<file path="src/rtl/ccl_pkg.sv">
package ccl_pkg;

    // How the current input sample is turned into an output sample.
    typedef enum logic [1:0] {
        CCL_BYPASS = 2'd0,
        CCL_PRIME  = 2'd1,
        CCL_CANCEL = 2'd2
    } ccl_mode_e;

endpackage

</file>
<file path="src/rtl/ccl_history_mem.sv">
module ccl_history_mem #(
    parameter int DATA_W = 16,
    parameter int DEPTH  = 64,
    parameter int ADDR_W = $clog2(DEPTH)
) (
    input  logic                     clk,
    input  logic                     rst_n,
    input  logic                     wr_en,
    input  logic [ADDR_W-1:0]        wr_addr,
    input  logic signed [DATA_W-1:0] wr_i,
    input  logic signed [DATA_W-1:0] wr_q,
    input  logic [ADDR_W-1:0]        rd_addr,
    output logic signed [DATA_W-1:0] rd_i,
    output logic signed [DATA_W-1:0] rd_q
);

    localparam int ENTRY_W = 2 * DATA_W;

    logic [ENTRY_W-1:0] entry_q [DEPTH];

    for (genvar e = 0; e < DEPTH; e++) begin : g_entry
        logic [ENTRY_W-1:0] entry_d;
        logic               hit;

        always_comb begin
            hit     = wr_en && (wr_addr == ADDR_W'(e));
            entry_d = hit ? {wr_i, wr_q} : entry_q[e];
        end

        always_ff @(posedge clk or negedge rst_n) begin
            if (!rst_n) begin
                entry_q[e] <= '0;
            end else begin
                entry_q[e] <= entry_d;
            end
        end
    end

    always_comb begin
        rd_i = entry_q[rd_addr][ENTRY_W-1:DATA_W];
        rd_q = entry_q[rd_addr][DATA_W-1:0];
    end

endmodule

</file>
<file path="src/rtl/ccl_sat_lane.sv">
module ccl_sat_lane #(
    parameter int DATA_W = 16
) (
    input  logic signed [DATA_W-1:0] cur,
    input  logic signed [DATA_W-1:0] prev,
    output logic signed [DATA_W-1:0] diff,
    output logic                     clipped
);

    localparam int WIDE_W = DATA_W + 1;
    localparam logic signed [DATA_W-1:0] MAX_V = {1'b0, {(DATA_W-1){1'b1}}};
    localparam logic signed [DATA_W-1:0] MIN_V = {1'b1, {(DATA_W-1){1'b0}}};

    logic signed [WIDE_W-1:0] wide;

    always_comb begin
        wide = WIDE_W'(cur) - WIDE_W'(prev);
        // Overflow whenever the two top bits of the wide result disagree.
        clipped = wide[WIDE_W-1] ^ wide[WIDE_W-2];
        if (!clipped) begin
            diff = wide[DATA_W-1:0];
        end else if (wide[WIDE_W-1]) begin
            diff = MIN_V;
        end else begin
            diff = MAX_V;
        end
    end

endmodule

</file>
<file path="src/rtl/ccl_sat_counter.sv">
module ccl_sat_counter #(
    parameter int CNT_W = 8
) (
    input  logic             clk,
    input  logic             rst_n,
    input  logic             bump,
    output logic [CNT_W-1:0] count
);

    localparam logic [CNT_W-1:0] TOP = {CNT_W{1'b1}};

    logic [CNT_W-1:0] count_d;
    logic [CNT_W-1:0] count_q;

    always_comb begin
        count_d = count_q;
        if (bump && (count_q != TOP)) begin
            count_d = count_q + CNT_W'(1);
        end
    end

    always_ff @(posedge clk or negedge rst_n) begin
        if (!rst_n) begin
            count_q <= '0;
        end else begin
            count_q <= count_d;
        end
    end

    assign count = count_q;

endmodule

</file>
<file path="src/rtl/clutter_canceller.sv">
module clutter_canceller #(
    parameter int DATA_W = 16,
    parameter int BINS   = 64,
    parameter int CNT_W  = 8,
    parameter int BIN_W  = $clog2(BINS)
) (
    input  logic                     clk,
    input  logic                     rst_n,
    input  logic                     enable,
    input  logic                     in_valid,
    input  logic [BIN_W-1:0]         in_bin,
    input  logic signed [DATA_W-1:0] in_i,
    input  logic signed [DATA_W-1:0] in_q,
    output logic                     out_valid,
    output logic [BIN_W-1:0]         out_bin,
    output logic signed [DATA_W-1:0] out_i,
    output logic signed [DATA_W-1:0] out_q,
    output logic                     out_first,
    output logic [CNT_W-1:0]         sat_count
);

    import ccl_pkg::*;

    localparam int LANES = 2;

    typedef struct packed {
        logic                     valid;
        logic [BIN_W-1:0]         bin;
        logic signed [DATA_W-1:0] di;
        logic signed [DATA_W-1:0] dq;
        logic                     first;
        logic                     armed;
    } ccl_state_t;

    ccl_state_t st_d;
    ccl_state_t st_q;
    ccl_mode_e  mode;

    logic signed [DATA_W-1:0] prev_i;
    logic signed [DATA_W-1:0] prev_q;
    logic signed [DATA_W-1:0] lane_cur  [LANES];
    logic signed [DATA_W-1:0] lane_prev [LANES];
    logic signed [DATA_W-1:0] lane_diff [LANES];
    logic [LANES-1:0]         lane_clip;
    logic                     clip_evt;

    ccl_history_mem #(
        .DATA_W (DATA_W),
        .DEPTH  (BINS),
        .ADDR_W (BIN_W)
    ) u_hist (
        .clk     (clk),
        .rst_n   (rst_n),
        .wr_en   (in_valid),
        .wr_addr (in_bin),
        .wr_i    (in_i),
        .wr_q    (in_q),
        .rd_addr (in_bin),
        .rd_i    (prev_i),
        .rd_q    (prev_q)
    );

    always_comb begin
        lane_cur[0]  = in_i;
        lane_cur[1]  = in_q;
        lane_prev[0] = prev_i;
        lane_prev[1] = prev_q;
    end

    for (genvar l = 0; l < LANES; l++) begin : g_lane
        ccl_sat_lane #(
            .DATA_W (DATA_W)
        ) u_lane (
            .cur     (lane_cur[l]),
            .prev    (lane_prev[l]),
            .diff    (lane_diff[l]),
            .clipped (lane_clip[l])
        );
    end

    // Mode select: priming ends on bin 0 once the phase has taken a sample.
    always_comb begin
        if (!enable) begin
            mode = CCL_BYPASS;
        end else if (st_q.first && !(st_q.armed && in_bin == '0)) begin
            mode = CCL_PRIME;
        end else begin
            mode = CCL_CANCEL;
        end
    end

    always_comb begin
        st_d       = st_q;
        st_d.valid = in_valid;
        clip_evt   = 1'b0;

        if (!enable) begin
            st_d.first = 1'b1;
            st_d.armed = 1'b0;
        end

        if (in_valid) begin
            st_d.bin = in_bin;
            unique case (mode)
                CCL_BYPASS: begin
                    st_d.di = in_i;
                    st_d.dq = in_q;
                end
                CCL_PRIME: begin
                    st_d.di    = '0;
                    st_d.dq    = '0;
                    st_d.armed = 1'b1;
                end
                default: begin
                    st_d.di    = lane_diff[0];
                    st_d.dq    = lane_diff[1];
                    st_d.first = 1'b0;
                    st_d.armed = 1'b0;
                    clip_evt   = |lane_clip;
                end
            endcase
        end
    end

    always_ff @(posedge clk or negedge rst_n) begin
        if (!rst_n) begin
            st_q       <= '0;
            st_q.first <= 1'b1;
        end else begin
            st_q <= st_d;
        end
    end

    ccl_sat_counter #(
        .CNT_W (CNT_W)
    ) u_cnt (
        .clk   (clk),
        .rst_n (rst_n),
        .bump  (clip_evt),
        .count (sat_count)
    );

    assign out_valid = st_q.valid;
    assign out_bin   = st_q.bin;
    assign out_i     = st_q.di;
    assign out_q     = st_q.dq;
    assign out_first = st_q.first;

endmodule

</file>
<file path="config.mk">
export PLATFORM = sky130hd
export DESIGN_NAME = clutter_canceller
export DESIGN_NICKNAME = d
export VERILOG_FILES = /design/src/rtl/ccl_pkg.sv /design/src/rtl/ccl_history_mem.sv /design/src/rtl/ccl_sat_lane.sv /design/src/rtl/ccl_sat_counter.sv /design/src/rtl/clutter_canceller.sv
export SDC_FILE = /design/constraint.sdc
export NUM_CORES = 2
export LEC_CHECK = 0
export CAP_MARGIN = 20
export CELL_PAD_IN_SITES_DETAIL_PLACEMENT = 1
export CELL_PAD_IN_SITES_GLOBAL_PLACEMENT = 1
export CORE_ASPECT_RATIO = 1.25
export CORE_MARGIN = 1
export CORE_UTILIZATION = 30
export DETAILED_ROUTE_END_ITERATION = 6
export PLACE_DENSITY_LB_ADDON = 0.1
export SYNTH_ARGS = -nofsm -noshare
export SYNTH_HDL_FRONTEND = slang
export SYNTH_HIERARCHICAL = 1
export SYNTH_SLANG_ARGS = --single-unit
export TNS_END_PERCENT = 30
</file>
<file path="constraint.sdc">
create_clock -name clk -period 6.65 [get_ports clk]
set_input_delay 1.33 -clock clk [delete_from_list [all_inputs] [get_ports clk]]
set_output_delay 1.33 -clock clk [all_outputs]
set_load 0.005 [all_outputs]
</file>
**Yosys cells after proc, flatten, opt, wreduce, memory -nomap -nowiden**

Index checks and enable logic that the tools add are counted.

- Add/sub/neg operators: 3
- Order comparisons: 1
- Equal/unequal tests: 65
- Mux-type cells: 16
- Bitwise gates (word level): 3
- Reduce and logical (&&, ||, !) cells: 72

Operators with widths:

| operator | number |
|---|---|
| $bmux 32 s6 | 1 |
| $eq 6x6->1 const B | 32 |
| $eq 6x5->1 const B | 16 |
| $logic_and 1x1->1 | 67 |
| $mux 16 | 4 |
| $mux 32 | 2 |
| $pmux 32 s2 | 1 |
| $eq 6x4->1 const B | 8 |
| $sub 16x16->17 | 2 |
| $eq 6x3->1 const B | 4 |
| $eq 6x2->1 const B | 2 |
| $add 8x1->8 const B | 1 |
| $mux 2 | 4 |
| $ne 8x8->1 const B | 1 |
| $ge 7x7->1 const B | 1 |
| $not 6->7 | 1 |
| $eq 6x1->1 const B | 1 |
| $logic_not 6->1 | 1 |
| $reduce_or 2->1 | 2 |
| $mux 1 | 3 |
| $eq 2x1->1 const B | 1 |
| $logic_not 2->1 | 1 |
| $pmux 1 s2 | 1 |
| $xor 1x1->1 | 2 |
| $logic_not 1->1 | 1 |

- Flip-flop bits (word level): 2097
- Input port bits: 42

**Longest topological paths before layout**

- Depth in word-level cells: 11
- Gate-level depth with buffers: 23
- Mapped depth without buffers: 18

**Modules after synthesis**

The synthesis kept the hierarchy.

By module, submodules not included:

| module | times used | cells an instance | area each (um^2) |
|---|---|---|---|
| ccl_history_mem | 1 | 5837 | 92570.0 |
| ccl_sat_lane | 2 | 196 | 1432.6 |
| clutter_canceller | 1 | 212 | 2397.3 |
| ccl_sat_counter | 1 | 34 | 407.9 |

**Worst setup path after synthesis**

No wires, ideal clock.

- Path kind: in2reg
- Start point: input port in_bin[0]
- End point: register u_cnt.count_q[5] (netlist: u_cnt/count[5])
- Arrival time: 5.873 ns
- Required time: 6.525 ns
- Setup slack: 0.652 ns
- Stages: 21
- Buffers on the path: 4
- Path through: buf_6 -> buf_4 -> buf_2 -> mux4_2 -> a22oi_1 -> nand3_1 -> and3_1 -> ha_1 -> fa_1 -> nor2b_1 -> o21ai_0 -> a311oi_1 -> a211oi_2 -> buf_6 -> a21oi_1 -> xnor2_1 -> nor2_1 -> nor3b_1 -> and4_4 -> nand3_2 -> mux2_4

RTL lines:

| what | RTL line | source |
|---|---|---|
| from (decl) | clutter_canceller.sv:11 | `input logic [BIN_W-1:0] in_bin,` |
| $not 6->7 (not written as such) | ccl_history_mem.sv:40 | `rd_i = entry_q[rd_addr][ENTRY_W-1:DATA_W];` |
| $bmux 32 s6 | ccl_history_mem.sv:40 |  |
| $mux 32 (not written as such) (2 in a row) | ccl_history_mem.sv:41 | `rd_q = entry_q[rd_addr][DATA_W-1:0];` |
| via prev_i[0] | clutter_canceller.sv:39 | `logic signed [DATA_W-1:0] prev_i;` |
| $sub 16x16->17 | ccl_sat_lane.sv:17 | `wide = WIDE_W'(cur) - WIDE_W'(prev);` |
| $xor 1x1->1 | ccl_sat_lane.sv:19 | `clipped = wide[WIDE_W-1] ^ wide[WIDE_W-2];` |
| via lane_clip[0] | clutter_canceller.sv:44 | `logic [LANES-1:0] lane_clip;` |
| $reduce_or 2->1 | clutter_canceller.sv:119 | `clip_evt = \|lane_clip;` |
| $mux 1 | clutter_canceller.sv:104 | `unique case (mode)` |
| $mux 1 | clutter_canceller.sv:102 | `if (in_valid) begin` |
| via clip_evt | clutter_canceller.sv:45 | `logic clip_evt;` |
| $logic_and 1x1->1 | ccl_sat_counter.sv:17 | `if (bump && (count_q != TOP)) begin` |
| to (signal assigned) | ccl_sat_counter.sv:26 | `count_q <= count_d;` |
| to (decl) | ccl_sat_counter.sv:13 | `logic [CNT_W-1:0] count_q;` |

The timed path passes the listed nets, and every way through them passes these cells. The select of a mux whose other input is x is not followed.
A chain may end at the register's enable or synchronous reset.

**Worst setup path in the final report**

- Start point: input port in_bin[3]
- End point: register u_cnt.count_q[5] (netlist: u_cnt/count[5])

The elaborated chain is that of the path after synthesis.

==> flow_metrics.env <==
export IMPL_status="completed"
export IMPL_clk_latency_ns=0.95
export IMPL_whs_ns=0.354
export IMPL_grt_max_degree=159
export IMPL_critPathCapture="u_cnt/count[5]"
export IMPL_synthesis_area_sq_um=98200
export IMPL_synth_top_area_cell="dfrtp_1"
export IMPL_cts_path_max_buffers=4
export IMPL_max_slew_margin_pct=20.1
export IMPL_synth_warnings=6
export IMPL_initial_core_util_pct=30.2
export IMPL_vdd_ir_drop_max_v=0.000204
export IMPL_top_layer_used="met5"
export IMPL_seq_area_sq_um=52500
export IMPL_clkSinkCount=2097
export IMPL_hold_class="primary input to asynchronous set/reset pin"
export IMPL_gp_congestion=0.794
export IMPL_synth_fp_nets=6552
export IMPL_path_class="primary input to flip-flop"
export IMPL_core_sq_um=325000
export IMPL_final_cells=11400
export IMPL_grt_pass1_vias=66800
export IMPL_yosysSeqAreaShare_pct=53.4
export IMPL_cts_buffers=236
export IMPL_yosys_top_cells_count="dfrtp_1, mux2_2, mux4_2"
export IMPL_synth_top_area_share_pct=53.4
export IMPL_crit_arrival_ns=7.02
export IMPL_multi_input_area_sq_um=42700
export IMPL_hold_viol=0
export IMPL_pin_count=90
export IMPL_drv_slew=0
export IMPL_clk_pin_slew_ns=0.06
export IMPL_fmax_mhz=160
export IMPL_die_w_microns=514
export IMPL_cp_end_kind="flip-flop"
export IMPL_critPathMaxFanout=25
export IMPL_critPathSlowestCell="or2b_1"
export IMPL_die_h_microns=642
export IMPL_synth_cell_type_count=87
export IMPL_root_buffer="clkbuf_16"
export IMPL_grtUsageTotal_pct=22.3
export IMPL_fin_crit_ns=6.26
export IMPL_hold_buffers=0
export IMPL_crit_start="in_bin[3]"
export IMPL_dp_cells=10900
export IMPL_power_leakage_nw=52.7
export IMPL_synth_main_ff_cell="dfrtp_1"
export IMPL_cts_tree="done"
export IMPL_r2r_cells=21
export IMPL_grt_pass1_wl_mm=528
export IMPL_dr_pass1_iters=5
export IMPL_wl_per_cell_microns=32.1
export IMPL_viasPerCell=5.22
export IMPL_worstReg2RegEnd="u_cnt/count[5]"
export IMPL_drc=0
export IMPL_maxCapViolCount=0
export IMPL_dr_wl_met3_mm=10.2
export IMPL_port_buffers=89
export IMPL_r2r_setup_slack_ns=1.00
export IMPL_finish_net_count=6855
export IMPL_drtAntennaViolNets=0
export IMPL_area_delta_synth_final_pct=17.3
export IMPL_h_tree_depth=4
export IMPL_grt_antenna_before_repair=27
export IMPL_worst_r2r_startpoint="u_hist/entry_q[2016]"
export IMPL_met2_wirelength_mm=188
export IMPL_routed_via_count=59300
export IMPL_synth_edf_count=0
export IMPL_yosysMostFrequentCell="dfrtp_1"
export IMPL_cts_resized=1
export IMPL_skew_ns=0.0738
export IMPL_post_cts_setup_buffer_count=0
export IMPL_die_area_sq_um=330000
export IMPL_dp_hpwl_mm=231
export IMPL_crit_top_cell="buf_4"
export IMPL_slowest_delay_ns=0.75
export IMPL_fp_row_count=234
export IMPL_drt_iter0_markers=3289
export IMPL_drive_gt1_share_pct=54.0
export IMPL_cp_cell_sequence="buf_4 > buf_12 > or2b_1 > buf_4 > o22ai_1 > nor2_1 > nor3_2 > buf_4 > nor4_2 > inv_1 > ha_1 > nand3_1 > a311oi_1 > a211oi_2 > a21oi_1 > xnor2_1 > nor2_1 > nor3b_1 > buf_4 > and4_4 > nand3_2 > mux2_4"
export IMPL_ys_top_cells_by_area="dfrtp_1, mux2_2, mux4_2"
export IMPL_routed_wl_mm=364
export IMPL_power_density_nw_per_um2=294
export IMPL_setup_viol=0
export IMPL_globalRoute_totalOverflow=0
export IMPL_postSynthCellCount=6475
export IMPL_postSynthAreaPerCell_sq_um=15.2
export IMPL_wl_met1_mm=155
export IMPL_synth_async_reset_ratio_pct=100
export IMPL_finalSetupTns_ns=0
export IMPL_worst_pin_slew_ns=1.19
export IMPL_rsz0062_at_grt="no"
export IMPL_post_route_period_util_pct=94.1
export IMPL_synth_seq_cells=2097
export IMPL_crit_required_ns=7.41
export IMPL_worst_setup_path_start_kind="primary input"
export IMPL_filler_cell_count=33000
-- kinds of logic after synthesis --
logic type | share of synthesized area [%]
AOI/OAI and AO/OA | 3.81
xor gates and xnor gates | 0.196
adders and majority gates | 0.892
buffers and inverters | 3.52
DFF | 53.4
muxes | 35.9
and+or+nand+nor | 2.28
-- power breakdown --
part	leakage (nW)	switching [W]	internal, W	total, W
clock network	3.75	0.00556	0.00755	0.0131
logic	21.2	0.00255	0.00293	0.00547
registers	27.8	0.000836	0.0144	0.0153
total	52.7	0.00895	0.0249	0.0339
-- final cells by class --
class                      count  area share [%]
tap                         4366            4.74
clock buffer                 365            6.06
multi-input combinational   3654            37.1
antenna                       32          0.0695
timing repair buffer         747            5.87
inverter                      42           0.137
clock inverter                55           0.504
sequential                  2097            45.6
-- layout by cell type, fill, tap and decap left out, drive strengths merged, types with 34 or more instances in the layout --
master | netlist | routed
clkbuf | 293 | 365
o22ai | 62 | 62
a221o | 34 | 34
nor2b | 75 | 75
a21oi | 37 | 37
inv | 42 | 46
clkinv | 0 | 40
nor2 | 68 | 68
o221ai | 62 | 62
dfrtp | 2096 | 2096
nand2 | 87 | 87
buf | 389 | 698
mux2 | 2112 | 2112
a22oi | 104 | 104
mux2i | 62 | 62
mux4 | 482 | 482
maj3 | 42 | 42
clkdlybuf4s50 | 0 | 49
nand3 | 57 | 57
-- stage by stage --
step	util, %	cell area [sq um]	total power [W]	worst slack [ns]
2_1_floorplan	-	98200	0.0186	0.652
3_3_place_gp	33.0	107000	0.0209	-1.18
3_5_place_dp	33.1	108000	0.0211	-1.13
4_1_cts	35.4	115000	0.0344	0.251
5_1_grt	35.4	115000	0.0354	0.0932
6_report	35.4	115000	0.0339	0.392
-- metal layers --
metal	vias up	track usage, %
met5	-	0
met4	2	5.80
met3	416	2.15
met2	785	39.8
met1	33200	28.7
li1	24800	-
-- flip-flops by register name, summed over array words and instances (netlist names) --
name	flops
out_valid	1
out_bin	6
out_first	1
out_i	16
out_q	16
u_cnt/count	8
u_hist/entry_q	2048
st_q	1
-- worst max-delay path, delay by kind of cell --
| family | cells | cell delay [ns] |
|---|---|---|
| and+or+nand+nor | 9 | 2.58 |
| muxes | 1 | 0.30 |
| adders and majority gates | 1 | 0.37 |
| xor gates and xnor gates | 1 | 0.15 |
| buffers and inverters | 6 | 1.30 |
| AOI/OAI and AO/OA | 4 | 0.86 |
-- worst min-delay path by stage --
stage                    startpoint                   end  depth (start not counted)
6_report                      rst_n   u_hist/entry_q[859]                          1
3_3_place_gp   u_hist/entry_q[1687]  u_hist/entry_q[1687]                          1
3_5_place_dp   u_hist/entry_q[1306]  u_hist/entry_q[1306]                          1
4_1_cts                       rst_n   u_hist/entry_q[859]                          1
2_1_floorplan  u_hist/entry_q[1071]  u_hist/entry_q[1071]                          1
5_1_grt                       rst_n   u_hist/entry_q[859]                          1
(Power assumes the default switching activity.)
